$ cat src/rtl/dacsh_pkg.sv
package dacsh_pkg;

    // Per-sample output settings, carried through the pipeline with the data
    typedef struct packed {
        logic en;      // 1: signal path, 0: mid-scale idle
        logic inv;     // polarity negate
        logic narrow;  // reduce to the narrow converter width
        logic offbin;  // 1: offset binary coding
    } dacsh_mode_t;

    typedef enum logic {
        CODE_TWOS   = 1'b0,
        CODE_OFFBIN = 1'b1
    } dacsh_code_e;

    function automatic dacsh_code_e dacsh_code_of(input dacsh_mode_t m);
        return m.offbin ? CODE_OFFBIN : CODE_TWOS;
    endfunction

    function automatic dacsh_mode_t dacsh_idle_mode();
        dacsh_mode_t m;
        m = '0;
        return m;
    endfunction

endpackage

$ cat src/rtl/dacsh_scale.sv
module dacsh_scale
    import dacsh_pkg::*;
#(
    parameter int DW = 14,
    parameter int SW = 16
) (
    input  logic                 clk,
    input  logic                 rst,
    input  logic                 in_vld,
    input  logic signed [DW-1:0] in_smp,
    input  logic        [SW-1:0] in_scale,
    input  logic signed [DW-1:0] in_off,
    input  dacsh_mode_t          in_mode,
    output logic                 q_vld,
    output logic signed [DW-1:0] q_val,
    output logic signed [DW-1:0] q_off,
    output dacsh_mode_t          q_mode
);
    localparam int PW = DW + SW + 1;
    localparam logic [SW-1:0] UNITY = {1'b1, {(SW-1){1'b0}}};

    logic        [SW-1:0] scale_clip;
    logic signed [PW-1:0] prod;
    logic signed [DW-1:0] scaled;

    always_comb begin
        scale_clip = (in_scale > UNITY) ? UNITY : in_scale;
        prod       = $signed(in_smp) * $signed({1'b0, scale_clip});
        // floor division by 2^(SW-1): magnitude never exceeds the input
        scaled     = prod[SW-1 +: DW];
    end

    always_ff @(posedge clk) begin
        if (rst) begin
            q_vld  <= 1'b0;
            q_val  <= '0;
            q_off  <= '0;
            q_mode <= dacsh_idle_mode();
        end else begin
            q_vld  <= in_vld;
            q_val  <= scaled;
            q_off  <= in_off;
            q_mode <= in_mode;
        end
    end

endmodule

$ cat src/rtl/dacsh_bias.sv
module dacsh_bias
    import dacsh_pkg::*;
#(
    parameter int DW = 14
) (
    input  logic                 clk,
    input  logic                 rst,
    input  logic                 in_vld,
    input  logic signed [DW-1:0] in_val,
    input  logic signed [DW-1:0] in_off,
    input  dacsh_mode_t          in_mode,
    output logic                 q_vld,
    output logic signed [DW-1:0] q_val,
    output dacsh_mode_t          q_mode
);
    localparam logic signed [DW:0] VMAX = {2'b00, {(DW-1){1'b1}}};
    localparam logic signed [DW:0] VMIN = {2'b11, {(DW-1){1'b0}}};

    logic signed [DW:0]   sum_w;
    logic signed [DW-1:0] sum_sat;
    logic signed [DW:0]   neg_w;
    logic signed [DW-1:0] pol;

    always_comb begin
        sum_w = {in_val[DW-1], in_val} + {in_off[DW-1], in_off};
        if (sum_w > VMAX)      sum_sat = VMAX[DW-1:0];
        else if (sum_w < VMIN) sum_sat = VMIN[DW-1:0];
        else                   sum_sat = sum_w[DW-1:0];

        neg_w = -{sum_sat[DW-1], sum_sat};
        if (!in_mode.inv)      pol = sum_sat;
        else if (neg_w > VMAX) pol = VMAX[DW-1:0];
        else                   pol = neg_w[DW-1:0];
    end

    always_ff @(posedge clk) begin
        if (rst) begin
            q_vld  <= 1'b0;
            q_val  <= '0;
            q_mode <= dacsh_idle_mode();
        end else begin
            q_vld  <= in_vld;
            q_val  <= pol;
            q_mode <= in_mode;
        end
    end

endmodule

$ cat src/rtl/dacsh_format.sv
module dacsh_format
    import dacsh_pkg::*;
#(
    parameter int DW = 14,
    parameter int NW = 12
) (
    input  logic                 clk,
    input  logic                 rst,
    input  logic                 in_vld,
    input  logic signed [DW-1:0] in_val,
    input  dacsh_mode_t          in_mode,
    output logic                 q_vld,
    output logic        [DW-1:0] q_code
);
    localparam int DROP = DW - NW;

    logic signed [DW-1:0] reduced;
    logic        [DW-1:0] code;

    generate
        if (DROP > 0) begin : g_round
            localparam logic signed [DW:0] HALF = {{DW{1'b0}}, 1'b1} << (DROP - 1);
            localparam logic signed [DW:0] NMAX = {{(DROP+2){1'b0}}, {(NW-1){1'b1}}};
            logic signed [DW:0] ext;
            logic signed [DW:0] shr;
            always_comb begin
                ext = {in_val[DW-1], in_val} + HALF;
                shr = ext >>> DROP;
                if (!in_mode.narrow)  reduced = in_val;
                else if (shr > NMAX)  reduced = {NMAX[NW-1:0], {DROP{1'b0}}};
                else                  reduced = {shr[NW-1:0], {DROP{1'b0}}};
            end
        end else begin : g_full
            assign reduced = in_val;
        end
    endgenerate

    always_comb begin
        code = in_mode.en ? reduced : '0;
        if (dacsh_code_of(in_mode) == CODE_OFFBIN)
            code[DW-1] = ~code[DW-1];
    end

    always_ff @(posedge clk) begin
        if (rst) begin
            q_vld  <= 1'b0;
            q_code <= '0;
        end else begin
            q_vld  <= in_vld;
            q_code <= code;
        end
    end

endmodule

$ cat src/rtl/dac_out_shaper.sv
module dac_out_shaper
    import dacsh_pkg::*;
#(
    parameter int DW = 14,
    parameter int SW = 16,
    parameter int NW = 12
) (
    input  logic          clk,
    input  logic          rst,
    input  logic          smp_valid,
    input  logic [DW-1:0] smp_data,
    input  logic [SW-1:0] amp_scale,
    input  logic [DW-1:0] dc_offset,
    input  logic          out_enable,
    input  logic          out_invert,
    input  logic          out_narrow,
    input  logic          out_offbin,
    output logic [DW-1:0] dac_data,
    output logic          dac_valid
);
    dacsh_mode_t          mode_in;
    logic                 s1_vld, s2_vld;
    logic signed [DW-1:0] s1_val, s1_off, s2_val;
    dacsh_mode_t          s1_mode, s2_mode;

    always_comb begin
        mode_in.en     = out_enable;
        mode_in.inv    = out_invert;
        mode_in.narrow = out_narrow;
        mode_in.offbin = out_offbin;
    end

    dacsh_scale #(.DW(DW), .SW(SW)) u_scale (
        .clk(clk), .rst(rst),
        .in_vld(smp_valid), .in_smp($signed(smp_data)), .in_scale(amp_scale),
        .in_off($signed(dc_offset)), .in_mode(mode_in),
        .q_vld(s1_vld), .q_val(s1_val), .q_off(s1_off), .q_mode(s1_mode)
    );

    dacsh_bias #(.DW(DW)) u_bias (
        .clk(clk), .rst(rst),
        .in_vld(s1_vld), .in_val(s1_val), .in_off(s1_off), .in_mode(s1_mode),
        .q_vld(s2_vld), .q_val(s2_val), .q_mode(s2_mode)
    );

    dacsh_format #(.DW(DW), .NW(NW)) u_format (
        .clk(clk), .rst(rst),
        .in_vld(s2_vld), .in_val(s2_val), .in_mode(s2_mode),
        .q_vld(dac_valid), .q_code(dac_data)
    );

endmodule

$ cat config.mk
export PLATFORM = sky130hd
export DESIGN_NAME = dac_out_shaper
export DESIGN_NICKNAME = d
export VERILOG_FILES = /design/src/rtl/dacsh_pkg.sv /design/src/rtl/dacsh_scale.sv /design/src/rtl/dacsh_bias.sv /design/src/rtl/dacsh_format.sv /design/src/rtl/dac_out_shaper.sv
export SDC_FILE = /design/constraint.sdc
export NUM_CORES = 1
export LEC_CHECK = 0
export CAP_MARGIN = 5
export CORE_AREA = 2 2 151 153
export CTS_CLUSTER_DIAMETER = 80
export DETAILED_ROUTE_END_ITERATION = 10
export DIE_AREA = 0 0 153 155
export GPL_ROUTABILITY_DRIVEN = 0
export PLACE_DENSITY = 0.74
export RECOVER_POWER = 100
export SLEW_MARGIN = 20
export SYNTH_ARGS = -nofsm -noshare
export SYNTH_HDL_FRONTEND = slang
export SYNTH_SLANG_ARGS = --single-unit
$ cat constraint.sdc
create_clock -name clk -period 10.7 [get_ports clk]
set_input_delay 2.14 -clock clk [delete_from_list [all_inputs] [get_ports clk]]
set_output_delay 2.14 -clock clk [all_outputs]
set_load 0.01 [all_outputs]
Word level (Yosys, flattened, before mapping)
Index checks and enable logic that the tools add are counted.
W data, S select, Z words.
{ "totals": {"register_bits": 66, "latchBits": 0, "ram_bits": 0, "mem_bits_ro": 0, "input_bits": 51, "output_inout_bits": 15, "word_cells": 37, "n_memories": 0} }
{ "op_classes": {"addsub": 3, "n_mul": 1, "div_mod_pow": 0, "magnitude_cmp": 5, "eq_ne": 0, "n_shift": 0, "mux": 10, "bitwise_logic": 2, "n_reduce_logical": 1} }
{ "op_table": {"columns": ["op", "count"], "rows": [
  ["$mux W14", 7],
  ["$gt A15 B14 Y1 const B", 2],
  ["$mul A14 B17 Y29", 1],
  ["$gt A16 B16 Y1 const B", 1],
  ["$mux W16", 1],
  ["$add A14 B14 Y15", 1],
  ["$add A14 B3 Y15 const B", 1],
  ["$lt A15 B14 Y1 const B", 1],
  ["$neg A15 Y15", 1],
  ["$gt A13 B12 Y1 const B", 1],
  ["$mux W1", 2],
  ["$not A1 Y1", 2],
  ["$reduce_or A2 Y1", 1]
]} }

Longest topological paths before layout
Gate-level depths: netlist (run 1).
{ "logic_depth": {"depth_word": 8, "ltp_mapped": 29, "ltp_nobuf": 27} }

Modules after synthesis
A second synthesis (run 1) with hierarchy kept.
{ "hier_totals": {"hier_cells": 1315, "hier_area_um2": 11347.1} }
{ "modules_own_cells": {"columns": ["module", "n_inst", "cells_each", "area_each_um2", "seq_area_each_um2"], "rows": [
  ["dacsh_scale", 1, 954, 8420.6, 660.6],
  ["dacsh_bias", 1, 283, 2214.6, 380.4],
  ["dacsh_format", 1, 78, 711.9, 300.3]
]} }

Worst setup path after synthesis (run 1)
No wires, ideal clock.
{ "synth_path": {"path_kind": "input port to flip-flop", "start": "in amp_scale[0]", "end": "reg u_scale.q_val[11]", "setup_ns": 0.078, "t_arrival_ns": 8.529, "t_required_ns": 10.622, "slack_ns": 2.094, "cell_stages": 26, "path_buffers": 1, "cell_sequence": "nor4_1 nand4_1 nand2_1 clkbuf_1 and2_0 nand2_1 fa_1 fa_1 fa_1 inv_1 fa_1 fa_1 inv_1 fa_1 inv_1 ha_1 a21o_1 a21o_1 a21oi_1 o21ai_0 a21o_1 a31oi_1 o31ai_1 or4_1 and3_1 nor3_1"} }
{ "synth_via": {"elab_chain_cells": 3} }
{ "synth_lines": {"columns": ["item", "line_no", "text"], "rows": [
  ["start, declared", "dac_out_shaper.sv:12", "input logic [SW-1:0] amp_scale,"],
  ["$gt A16 B16 Y1", "dacsh_scale.sv:27", "scale_clip = (in_scale > UNITY) ? UNITY : in_scale;"],
  ["$mux W16 *", "dacsh_scale.sv:27", null],
  ["$mul A14 B17 Y29 *", "dacsh_scale.sv:28", "prod = $signed(in_smp) * $signed({1'b0, scale_clip});"],
  ["end signal, assigned", "dacsh_scale.sv:41", "q_val <= scaled;"],
  ["end, declared", "dacsh_scale.sv:15", "output logic signed [DW-1:0] q_val,"]
]} }
Mark *: on every way between the ends. The rest lies on a longest branch, timed or not.
A chain may end at the register's enable or synchronous reset.

Worst setup path after layout (run 1)
{ "layout_path": {"start": "in amp_scale[1]", "end": "reg u_scale.q_val[11]"} }
Same word-level chain as after synthesis.

==> report_table.html, run 1 <==
<table>
<tr><th>Metric</th><th>Value</th></tr>
<tr><th colspan="2">Power</th></tr>
<tr><td>Worst VDD drop</td><td>132 uV</td></tr>
<tr><td>Leak pwr</td><td>6.07 nW</td></tr>
<tr><td>Sw frac</td><td>0.473</td></tr>
<tr><td>Part of the total power dissipated in combinational logic</td><td>0.717</td></tr>
<tr><td>Internal cell power</td><td>1.27 mW</td></tr>
<tr><td>Net switching power</td><td>1.14 mW</td></tr>
<tr><td>Share of total power in sequential cells</td><td>0.141</td></tr>
<tr><td>Power Density</td><td>199 nW/um^2</td></tr>
<tr><td>Total power</td><td>2.41 mW</td></tr>
<tr><td>Part of the total power dissipated in the clock network</td><td>0.142</td></tr>
<tr><th colspan="2">Detailed routing</th></tr>
<tr><td>DR DRC count</td><td>0</td></tr>
<tr><td>Routed Wire Length</td><td>24000 um</td></tr>
<tr><td>Initial detailed-routing violation count</td><td>594</td></tr>
<tr><td>Final antenna-violating net count</td><td>0</td></tr>
<tr><td>Average via count per standard cell</td><td>5.43</td></tr>
<tr><td>DRT Pass-1 Iters</td><td>5</td></tr>
<tr><td>Routed length per placed instance</td><td>15.3 um</td></tr>
<tr><td>Via count</td><td>8519</td></tr>
<tr><th colspan="2">Final layout</th></tr>
<tr><td>Signed area change from the synthesized netlist to the final layout</td><td>11.3%</td></tr>
<tr><td>Net total in the final layout</td><td>1610</td></tr>
<tr><td>Multi-input logic area</td><td>8560 um^2</td></tr>
<tr><td>Core Util, Final</td><td>0.544</td></tr>
<tr><td>Area of all placed cells without fillers</td><td>12100 um^2</td></tr>
<tr><td>Count of antenna diodes in the layout</td><td>0</td></tr>
<tr><td>FILL cells</td><td>2028</td></tr>
<tr><td>Fraction of final layout cells sized beyond drive strength 1</td><td>0.0288</td></tr>
<tr><td>Register area</td><td>1320 um^2</td></tr>
<tr><th colspan="2">Outcome</th></tr>
<tr><td>Status</td><td>finished, violations left</td></tr>
<tr><td>Failing checks</td><td>capacitance limit, slew limit</td></tr>
<tr><th colspan="2">Global route</th></tr>
<tr><td>Residual overflow from global routing</td><td>0</td></tr>
<tr><td>Vias in the first global route</td><td>8831</td></tr>
<tr><td>Pin count of the biggest net entering global routing</td><td>59</td></tr>
<tr><td>Total GRT Usage</td><td>0.214</td></tr>
<tr><td>First-pass GRT wire length</td><td>41800 um</td></tr>
<tr><td>Number of antenna violations at the first check in global routing</td><td>0</td></tr>
<tr><th colspan="2">Min path</th></tr>
<tr><td>Cell depth of the worst min-delay path</td><td>1</td></tr>
<tr><td>Class of the worst hold path</td><td>flip-flop to flip-flop</td></tr>
<tr><td>Min-Delay Startpoint</td><td>u_scale.q_mode[0]</td></tr>
<tr><td>Hold Path End</td><td>u_bias.q_mode[0]</td></tr>
<tr><th colspan="2">Worst setup path</th></tr>
<tr><td>Reg2Reg Depth</td><td>18</td></tr>
<tr><td>Path type of the worst setup path</td><td>input pin to flip-flop</td></tr>
<tr><td>Endpoint of the worst-slack reg-to-reg timing path</td><td>u_bias.q_val[10]</td></tr>
<tr><td>Arrival @ worst endpoint</td><td>10.06 ns</td></tr>
<tr><td>Reg2reg start</td><td>u_scale.q_off[4]</td></tr>
<tr><td>Critical Path Source Type</td><td>input pin</td></tr>
<tr><td>Worst Setup End Kind</td><td>flip-flop</td></tr>
<tr><td>Max Fanout on Critical Path</td><td>21</td></tr>
<tr><td>WP data required</td><td>10.94 ns</td></tr>
<tr><td>R2R setup slack</td><td>4.33 ns</td></tr>
<tr><th colspan="2">Clock tree</th></tr>
<tr><td>Clk Latency, worst-skew pair</td><td>0.33 ns</td></tr>
<tr><td>Library cell used as clock root buffer</td><td>sky130_fd_sc_hd__clkbuf_16</td></tr>
<tr><td>Number of clock sinks seen by CTS</td><td>66</td></tr>
<tr><td>Post-CTS Setup Repair Bufs</td><td>0</td></tr>
<tr><td>CTS buffer count</td><td>9</td></tr>
<tr><td>Bufs on Longest Clock Path</td><td>2</td></tr>
<tr><td>Hold Buf Count CTS</td><td>0</td></tr>
<tr><td>Number of gates resized after cts</td><td>0</td></tr>
<tr><td>Clock tree from TritonCTS</td><td>done</td></tr>
<tr><td>Clock slew at reported path FFs</td><td>0.06 ns</td></tr>
<tr><td>H-tree depth</td><td>3</td></tr>
<tr><th colspan="2">Job</th></tr>
<tr><td>Max-capacitance violation count</td><td>1</td></tr>
<tr><th colspan="2">Placed design</th></tr>
<tr><td>Dpl hpwl</td><td>19000 um</td></tr>
<tr><td>Post-Place Cell Area</td><td>11800 um^2</td></tr>
<tr><td>Minimum setup slack after placement</td><td>0.632 ns</td></tr>
<tr><td>Count of input and output buffers</td><td>65</td></tr>
<tr><th colspan="2">Timing</th></tr>
<tr><td>Total count of max-transition violations in the final report</td><td>59</td></tr>
<tr><td>Transition time at the pin with the least slew margin</td><td>2.46 ns</td></tr>
<tr><td>Total negative setup slack</td><td>0 ns</td></tr>
<tr><td>Setup Viol. Count Final</td><td>0</td></tr>
<tr><td>Final critical-path share of the clock period</td><td>0.918</td></tr>
<tr><td>Min Clock Period, post-route</td><td>9.83 ns</td></tr>
<tr><td>Setup repair after global routing missed its margin</td><td>no</td></tr>
<tr><td>Endpoints failing hold</td><td>0</td></tr>
<tr><td>Fmax</td><td>102 MHz</td></tr>
<tr><td>Least setup slack across all paths after layout</td><td>0.873 ns</td></tr>
<tr><td>Rel. slew slack</td><td>-0.638</td></tr>
<tr><td>Clock Skew</td><td>0.00409 ns</td></tr>
<tr><th colspan="2">Floorplanning</th></tr>
<tr><td>Area of the die</td><td>23700 um^2</td></tr>
<tr><td>Height of the die</td><td>155 um</td></tr>
<tr><td>Number of top-level pins</td><td>66</td></tr>
<tr><td>Core outline area</td><td>22200 um^2</td></tr>
<tr><td>Effective utilization at floorplan</td><td>0.489</td></tr>
<tr><td>Chip width</td><td>153 um</td></tr>
<tr><td>Floorplan row count</td><td>55</td></tr>
<tr><th colspan="2">Synthesis</th></tr>
<tr><td>Synthesized instance count</td><td>1240</td></tr>
<tr><td>Async set or reset register ratio after synthesis</td><td>0</td></tr>
<tr><td>Post-Syn Nets</td><td>1572</td></tr>
<tr><td>Number of synthesized flops with an enable pin</td><td>0</td></tr>
<tr><td>Most instantiated flip-flop cell in the synthesis netlist</td><td>sky130_fd_sc_hd__dfxtp_1</td></tr>
<tr><td>Mean area per synthesized cell</td><td>8.77 um^2</td></tr>
<tr><td>Number of distinct library cell variants in the gate-level netlist after synthesis</td><td>67</td></tr>
<tr><td>Proportion of synthesized chip area in sequential cells</td><td>0.122</td></tr>
<tr><td>Leading cell types by total area after synthesis</td><td>sky130_fd_sc_hd__fa_1 31%, sky130_fd_sc_hd__ha_1 13%, sky130_fd_sc_hd__dfxtp_1 12%</td></tr>
<tr><td>Cell area after synthesis</td><td>10900 um^2</td></tr>
<tr><td>Library cell with the largest summed area after synthesis</td><td>sky130_fd_sc_hd__fa_1</td></tr>
<tr><td>Number of synthesized register bits</td><td>66</td></tr>
<tr><td>Yosys Warn Count</td><td>0</td></tr>
<tr><td>Top cell type's share of synthesized area</td><td>0.306</td></tr>
</table>
==> registers in the layout (all words and copies together), names as in the netlist <==
register / cells
u_format.q_vld: 1
u_scale.q_val: 14
u_format.q_code: 14
u_bias.q_mode: 3
u_scale.q_vld: 1
u_bias.q_val: 14
u_scale.q_off: 14
u_bias.q_vld: 1
u_scale.q_mode: 4
==> cell usage in the layout, fill, tap and decap left out, types with 6 or more instances in the layout <==
master                            netlist  routed
sky130_fd_sc_hd__a211oi_1               8       8
sky130_fd_sc_hd__a21o_1                19      19
sky130_fd_sc_hd__a21oi_1               41      41
sky130_fd_sc_hd__a311oi_1               9       9
sky130_fd_sc_hd__a31oi_1               10      10
sky130_fd_sc_hd__and2_1                98      98
sky130_fd_sc_hd__and3_1                44      44
sky130_fd_sc_hd__buf_4                  0      14
sky130_fd_sc_hd__clkbuf_16              0       9
sky130_fd_sc_hd__clkdlybuf4s50_1        0      48
sky130_fd_sc_hd__dfxtp_1               66      66
sky130_fd_sc_hd__dlygate4sd3_1          0      16
sky130_fd_sc_hd__fa_1                 166     166
sky130_fd_sc_hd__ha_1                 115     115
sky130_fd_sc_hd__inv_1                202     202
sky130_fd_sc_hd__maj3_1                 8       8
sky130_fd_sc_hd__nand2_1              118     118
sky130_fd_sc_hd__nand2b_1              15      15
sky130_fd_sc_hd__nand3_1               13      13
sky130_fd_sc_hd__nand4_1                7       7
sky130_fd_sc_hd__nor2_1                50      50
sky130_fd_sc_hd__nor2b_1               48      48
sky130_fd_sc_hd__nor3_1                12      12
sky130_fd_sc_hd__nor3b_1                6       6
sky130_fd_sc_hd__o21ai_0               26      26
sky130_fd_sc_hd__or3_1                  7       7
sky130_fd_sc_hd__xnor2_1               20      20
sky130_fd_sc_hd__xor2_1                13      13
==> cell families after synthesis <==
kind of cell | Yosys count | synth area share
simple gates | 433 | 0.210
flops | 66 | 0.122
xor+xnor | 33 | 0.0266
buf+inv | 255 | 0.0890
mux | 6 | 0.00564
fa+ha+maj | 289 | 0.445
compound gates | 158 | 0.102
==> synth_stat cells (3+ instances only) <==
cell type / instances
sky130_fd_sc_hd__inv_1: 202
sky130_fd_sc_hd__fa_1: 166
sky130_fd_sc_hd__nand2_1: 118
sky130_fd_sc_hd__ha_1: 115
sky130_fd_sc_hd__and2_1: 98
sky130_fd_sc_hd__dfxtp_1: 66
sky130_fd_sc_hd__clkbuf_1: 50
sky130_fd_sc_hd__nor2_1: 50
sky130_fd_sc_hd__nor2b_1: 48
sky130_fd_sc_hd__and3_1: 44
sky130_fd_sc_hd__a21oi_1: 41
sky130_fd_sc_hd__o21ai_0: 26
sky130_fd_sc_hd__xnor2_1: 20
sky130_fd_sc_hd__a21o_1: 19
sky130_fd_sc_hd__nand2b_1: 15
sky130_fd_sc_hd__nand3_1: 13
sky130_fd_sc_hd__xor2_1: 13
sky130_fd_sc_hd__nor3_1: 12
sky130_fd_sc_hd__a31oi_1: 10
sky130_fd_sc_hd__a311oi_1: 9
sky130_fd_sc_hd__a211oi_1: 8
sky130_fd_sc_hd__maj3_1: 8
sky130_fd_sc_hd__nand4_1: 7
sky130_fd_sc_hd__or3_1: 7
sky130_fd_sc_hd__nor3b_1: 6
sky130_fd_sc_hd__mux2i_1: 5
sky130_fd_sc_hd__nor4_1: 5
sky130_fd_sc_hd__o211ai_1: 4
sky130_fd_sc_hd__o22ai_1: 4
sky130_fd_sc_hd__a211o_1: 3
sky130_fd_sc_hd__o21a_1: 3
==> stage by stage <==
stage	instances	hold WS (ns)
2_1_floorplan	1240	0.414
3_3_place_gp	1552	0.417
3_5_place_dp	1552	0.428
4_1_cts	1568	0.441
5_1_grt	1568	0.456
6_report	1568	0.435
==> critical path, stage by stage <==
cell                            delay, ns
sky130_fd_sc_hd__dlygate4sd3_1       0.67
sky130_fd_sc_hd__nor4_1              0.27
sky130_fd_sc_hd__nand4_1             0.12
sky130_fd_sc_hd__nand2_1             0.40
sky130_fd_sc_hd__and2_0              0.44
sky130_fd_sc_hd__nand2_1             0.14
sky130_fd_sc_hd__fa_1                0.49
sky130_fd_sc_hd__fa_1                0.51
sky130_fd_sc_hd__fa_1                0.49
sky130_fd_sc_hd__inv_1               0.05
sky130_fd_sc_hd__fa_1                0.50
sky130_fd_sc_hd__fa_1                0.54
sky130_fd_sc_hd__inv_1               0.05
sky130_fd_sc_hd__fa_1                0.53
sky130_fd_sc_hd__inv_1               0.04
sky130_fd_sc_hd__ha_1                0.32
sky130_fd_sc_hd__a21o_1              0.19
sky130_fd_sc_hd__a21o_1              0.17
sky130_fd_sc_hd__a21oi_1             0.14
sky130_fd_sc_hd__o21ai_0             0.09
sky130_fd_sc_hd__a21o_1              0.18
sky130_fd_sc_hd__a31oi_1             0.48
sky130_fd_sc_hd__o31ai_1             0.29
sky130_fd_sc_hd__or4_1               0.47
sky130_fd_sc_hd__and3_1              0.18
sky130_fd_sc_hd__nor3_1              0.15
==> metal layers <==
| metal | global-route usage | part of all wire | up-vias |
|---|---|---|---|
| li1 | - | - | 4066 |
| met4 | 0.0631 | 0.026 | 0 |
| met5 | 0 | 0 | - |
| met1 | 0.276 | 0.43 | 4168 |
| met2 | 0.376 | 0.49 | 241 |
| met3 | 0.0326 | 0.050 | 44 |
==> area by class of cell <==
| class | instances | share of cell area |
|---|---|---|
| clock buffer | 10 | 0.0198 |
| inverter | 202 | 0.0627 |
| multi-input combinational | 919 | 0.707 |
| timing repair buffer | 80 | 0.0623 |
| sequential | 66 | 0.109 |
| clock inverter | 6 | 0.00931 |
| tap | 285 | 0.0295 |
==> worst max path at each step <==
stage | end | cells past startpoint | slack (ns) | from
2_1_floorplan | u_scale.q_val[11] | 26 | 2.09 | amp_scale[0]
3_3_place_gp | u_scale.q_val[11] | 26 | 0.97 | amp_scale[13]
3_5_place_dp | u_scale.q_val[11] | 26 | 0.63 | amp_scale[13]
4_1_cts | u_scale.q_val[11] | 26 | 0.97 | amp_scale[13]
5_1_grt | u_scale.q_val[11] | 26 | 0.33 | amp_scale[1]
6_report | u_scale.q_val[11] | 26 | 0.87 | amp_scale[1]
==> power by group through the flow <==
stage,Sequential (mW),Combinational (mW),Clock [mW]
CTS,0.339,1.75,0.350
floorplan,0.333,1.38,0
finish,0.340,1.73,0.342
global route,0.346,2.01,0.361
global placement,0.342,1.69,0
detailed placement,0.343,1.73,0
(Power assumes the default switching activity.)
==> run 2, diff against run 1 <==
--- a/config.mk
+++ b/config.mk
@@ -6,10 +6,10 @@
 export NUM_CORES = 1
 export LEC_CHECK = 0
 export CAP_MARGIN = 5
-export CORE_AREA = 2 2 151 153
+export CORE_AREA = 2 2 115 201
 export CTS_CLUSTER_DIAMETER = 80
 export DETAILED_ROUTE_END_ITERATION = 10
-export DIE_AREA = 0 0 153 155
+export DIE_AREA = 0 0 117 203
 export GPL_ROUTABILITY_DRIVEN = 0
 export PLACE_DENSITY = 0.74
 export RECOVER_POWER = 100
==> run 2 against run 1 <==
Sequential cell count unchanged. Count of clock-buffer cells in the layout unchanged. The flow still finishes with violations (capacitance limit, slew limit). Largest power group unchanged. Maximum frequency down 0.89%. Core utilization up 0.37 points. Critical path type unchanged. Die area up 0.15%. Total power up 0.26%. Cell count up 0.70%. Sequential share of layout area about the same. Non-clock buffer count unchanged. Highest routed layer unchanged. Global-route usage up 1.2 points. Clock power down 6.1%. Via count up 1.2%.
==> report_table.html, run 2 (synthesis results as in run 1) <==
<table>
<tr><th>Metric</th><th>Value</th></tr>
<tr><th colspan="2">Outcome</th></tr>
<tr><td>Status</td><td>finished, violations left</td></tr>
<tr><td>Failing checks</td><td>capacitance limit, slew limit</td></tr>
<tr><th colspan="2">Floorplanning</th></tr>
<tr><td>Effective utilization at floorplan</td><td>0.493 (+0.00347)</td></tr>
<tr><td>Number of top-level pins</td><td>66 (unchanged)</td></tr>
<tr><td>Area of the die</td><td>23800 um^2 (+0.15%)</td></tr>
<tr><td>Floorplan row count</td><td>72 (+31%)</td></tr>
<tr><td>Height of the die</td><td>203 um (+31%)</td></tr>
<tr><td>Core outline area</td><td>22100 um^2 (-0.70%)</td></tr>
<tr><td>Chip width</td><td>117 um (-24%)</td></tr>
<tr><th colspan="2">Power</th></tr>
<tr><td>Sw frac</td><td>0.483 (+0.00959)</td></tr>
<tr><td>Total power</td><td>2.42 mW (+0.26%)</td></tr>
<tr><td>Part of the total power dissipated in the clock network</td><td>0.133 (-0.009)</td></tr>
<tr><td>Share of total power in sequential cells</td><td>0.142 (about the same)</td></tr>
<tr><td>Net switching power</td><td>1.17 mW (+2.3%)</td></tr>
<tr><td>Internal cell power</td><td>1.25 mW (-1.6%)</td></tr>
<tr><td>Leak pwr</td><td>6.06 nW (-0.19%)</td></tr>
<tr><td>Worst VDD drop</td><td>144 uV (+9.1%)</td></tr>
<tr><td>Power Density</td><td>200 nW/um^2 (+0.30%)</td></tr>
<tr><td>Part of the total power dissipated in combinational logic</td><td>0.725 (+0.008)</td></tr>
<tr><th colspan="2">Clock tree</th></tr>
<tr><td>Bufs on Longest Clock Path</td><td>2 (unchanged)</td></tr>
<tr><td>Clock tree from TritonCTS</td><td>done</td></tr>
<tr><td>Clk Latency, worst-skew pair</td><td>0.33 ns (about the same)</td></tr>
<tr><td>Clock slew at reported path FFs</td><td>0.06 ns (about the same)</td></tr>
<tr><td>Library cell used as clock root buffer</td><td>sky130_fd_sc_hd__clkbuf_16</td></tr>
<tr><td>Hold Buf Count CTS</td><td>0 (unchanged)</td></tr>
<tr><td>Number of gates resized after cts</td><td>0 (unchanged)</td></tr>
<tr><td>Post-CTS Setup Repair Bufs</td><td>0 (unchanged)</td></tr>
<tr><td>CTS buffer count</td><td>9 (unchanged)</td></tr>
<tr><td>H-tree depth</td><td>3 (unchanged)</td></tr>
<tr><td>Number of clock sinks seen by CTS</td><td>66 (unchanged)</td></tr>
<tr><th colspan="2">Worst setup path</th></tr>
<tr><td>Max Fanout on Critical Path</td><td>24 (+14%)</td></tr>
<tr><td>Path type of the worst setup path</td><td>input pin to flip-flop</td></tr>
<tr><td>Critical Path Source Type</td><td>input pin</td></tr>
<tr><td>WP data required</td><td>10.94 ns (about the same)</td></tr>
<tr><td>Arrival @ worst endpoint</td><td>10.15 ns (+0.09 ns)</td></tr>
<tr><td>Worst Setup End Kind</td><td>flip-flop</td></tr>
<tr><th colspan="2">Timing</th></tr>
<tr><td>Total negative setup slack</td><td>0 ns (unchanged)</td></tr>
<tr><td>Clock Skew</td><td>0.00646 ns (+0.00237 ns)</td></tr>
<tr><td>Setup repair after global routing missed its margin</td><td>no</td></tr>
<tr><td>Endpoints failing hold</td><td>0 (unchanged)</td></tr>
<tr><td>Rel. slew slack</td><td>-0.671 (-0.0335)</td></tr>
<tr><td>Transition time at the pin with the least slew margin</td><td>2.51 ns (+0.0502 ns)</td></tr>
<tr><td>Fmax</td><td>101 MHz (-0.89%)</td></tr>
<tr><td>Setup Viol. Count Final</td><td>0 (unchanged)</td></tr>
<tr><td>Final critical-path share of the clock period</td><td>0.927 (+0.00821)</td></tr>
<tr><td>Min Clock Period, post-route</td><td>9.92 ns (+0.0878 ns)</td></tr>
<tr><td>Total count of max-transition violations in the final report</td><td>59 (unchanged)</td></tr>
<tr><th colspan="2">Final layout</th></tr>
<tr><td>Core Util, Final</td><td>0.548 (+0.00369)</td></tr>
<tr><td>Commonest non-fill, non-tap cell in the layout</td><td>sky130_fd_sc_hd__inv_1</td></tr>
<tr><td>Signed area change from the synthesized netlist to the final layout</td><td>11.2% (about the same)</td></tr>
<tr><td>Fraction of final layout cells sized beyond drive strength 1</td><td>0.0304 (+0.00156)</td></tr>
<tr><td>Count of antenna diodes in the layout</td><td>0 (unchanged)</td></tr>
<tr><td>Top library cells by usage in the layout, fill and taps aside</td><td>202 x sky130_fd_sc_hd__inv_1, 166 x sky130_fd_sc_hd__fa_1, 118 x sky130_fd_sc_hd__nand2_1</td></tr>
<tr><td>FILL cells</td><td>1986 (-2.1%)</td></tr>
<tr><td>Net total in the final layout</td><td>1610 (unchanged)</td></tr>
<tr><th colspan="2">Placed design</th></tr>
<tr><td>Dpl hpwl</td><td>20700 um (+8.8%)</td></tr>
<tr><td>Count of input and output buffers</td><td>65 (unchanged)</td></tr>
<tr><th colspan="2">Global route</th></tr>
<tr><td>Residual overflow from global routing</td><td>0 (unchanged)</td></tr>
<tr><td>Pin count of the biggest net entering global routing</td><td>59 (unchanged)</td></tr>
<tr><td>First-pass GRT wire length</td><td>42600 um (+2.0%)</td></tr>
<tr><td>Vias in the first global route</td><td>8922 (+1.0%)</td></tr>
<tr><td>Total GRT Usage</td><td>0.227 (+0.0125)</td></tr>
<tr><td>Number of antenna violations at the first check in global routing</td><td>0 (unchanged)</td></tr>
<tr><th colspan="2">Detailed routing</th></tr>
<tr><td>Via count</td><td>8625 (+1.2%)</td></tr>
<tr><td>WL met3</td><td>809 um (-33%)</td></tr>
<tr><td>Final antenna-violating net count</td><td>0 (unchanged)</td></tr>
<tr><td>DR DRC count</td><td>0 (unchanged)</td></tr>
<tr><td>Routed length per placed instance</td><td>16.1 um (+5.1%)</td></tr>
<tr><td>DRT Pass-1 Iters</td><td>5 (unchanged)</td></tr>
<tr><td>Routed Wire Length</td><td>25400 um (+5.9%)</td></tr>
<tr><td>Average via count per standard cell</td><td>5.46 (+0.54%)</td></tr>
<tr><td>Amount of wire on met2 after detailed routing</td><td>14100 um (+20%)</td></tr>
<tr><td>Initial detailed-routing violation count</td><td>378 (-36%)</td></tr>
<tr><td>WL met1</td><td>9170 um (-12%)</td></tr>
<tr><td>Top layer used by detailed routing</td><td>met4</td></tr>
<tr><th colspan="2">Min path</th></tr>
<tr><td>Class of the worst hold path</td><td>flip-flop to flip-flop</td></tr>
<tr><th colspan="2">Job</th></tr>
<tr><td>Max-capacitance violation count</td><td>1 (unchanged)</td></tr>
</table>
run 2: cell count changes in the layout (fill, tap and decap cells not counted), sizes merged:
cell / before / now
buf: 14 / 15
bufinv: 3 / 2
clkbuf: 12 / 11
clkinv: 2 / 3
clkinvlp: 0 / 1
inv: 203 / 202
run 2: final timing paths:
path	startpoint	endpoint	slack, ns	cells after the start
max	amp_scale[6]	u_scale.q_val[11]	0.78	26
min	u_scale.q_vld	u_bias.q_vld	0.44	1
max reg2reg	u_scale.q_off[0]	u_bias.q_val[9]	4.85	19
min reg2reg	u_scale.q_vld	u_bias.q_vld	0.44	1
run 2: metal layers:
metal / vias to the layer above / GRT usage
met5: - / 0
met4: 0 / 0.109
met3: 84 / 0.0227
met2: 208 / 0.415
met1: 4262 / 0.256
li1: 4071 / -
run 2: layout make-up:
cell class,count,area (um^2),area share
Inverter,202,758,0.0627
Tap cell,296,370,0.0306
Timing Repair Buffer,80,754,0.0624
Multi-Input combinational cell,919,8560,0.708
Sequential cell,66,1320,0.109
Clock inverter,6,90.1,0.00745
Clock buffer,10,239,0.0198
run 2: worst max-delay path, stage by stage:
cell and delay, ns:
sky130_fd_sc_hd__dlygate4sd3_1 0.69, sky130_fd_sc_hd__nor4_1 0.29, sky130_fd_sc_hd__nand4_1 0.14, sky130_fd_sc_hd__nand2_1 0.48, sky130_fd_sc_hd__buf_4 0.29, sky130_fd_sc_hd__and2_0 0.38
sky130_fd_sc_hd__nand2_1 0.13, sky130_fd_sc_hd__fa_1 0.49, sky130_fd_sc_hd__fa_1 0.51, sky130_fd_sc_hd__inv_1 0.05, sky130_fd_sc_hd__fa_1 0.46, sky130_fd_sc_hd__fa_1 0.51
sky130_fd_sc_hd__fa_1 0.54, sky130_fd_sc_hd__inv_1 0.05, sky130_fd_sc_hd__fa_1 0.53, sky130_fd_sc_hd__inv_1 0.04, sky130_fd_sc_hd__ha_1 0.32, sky130_fd_sc_hd__a21o_1 0.17
sky130_fd_sc_hd__a21oi_1 0.13, sky130_fd_sc_hd__o21ai_0 0.08, sky130_fd_sc_hd__a21o_1 0.18, sky130_fd_sc_hd__a31oi_1 0.47, sky130_fd_sc_hd__o31ai_1 0.26, sky130_fd_sc_hd__or4_1 0.47
sky130_fd_sc_hd__and3_1 0.19, sky130_fd_sc_hd__nor3_1 0.15
run 2: power by group through the flow:
stage	registers, mW	logic (mW)	clock network (mW)
floorplan	0.333	1.38	0
global placement	0.347	1.72	0
detailed placement	0.347	1.76	0
CTS	0.343	1.77	0.324
global route	0.349	2.03	0.337
finish	0.344	1.75	0.321
run 2: metrics by stage:
stage | worst slack [ns] | hold slack, ns | instance area [um^2] | cells
after global routing | 0.274 | 0.457 | 12100 | 1579
final | 0.785 | 0.440 | 12100 | 1579
after floorplan | 2.09 | 0.414 | 10900 | 1240
after detailed placement | 0.677 | 0.427 | 11800 | 1563
after CTS | 0.990 | 0.446 | 12100 | 1579
after global placement | 0.882 | 0.423 | 11800 | 1563
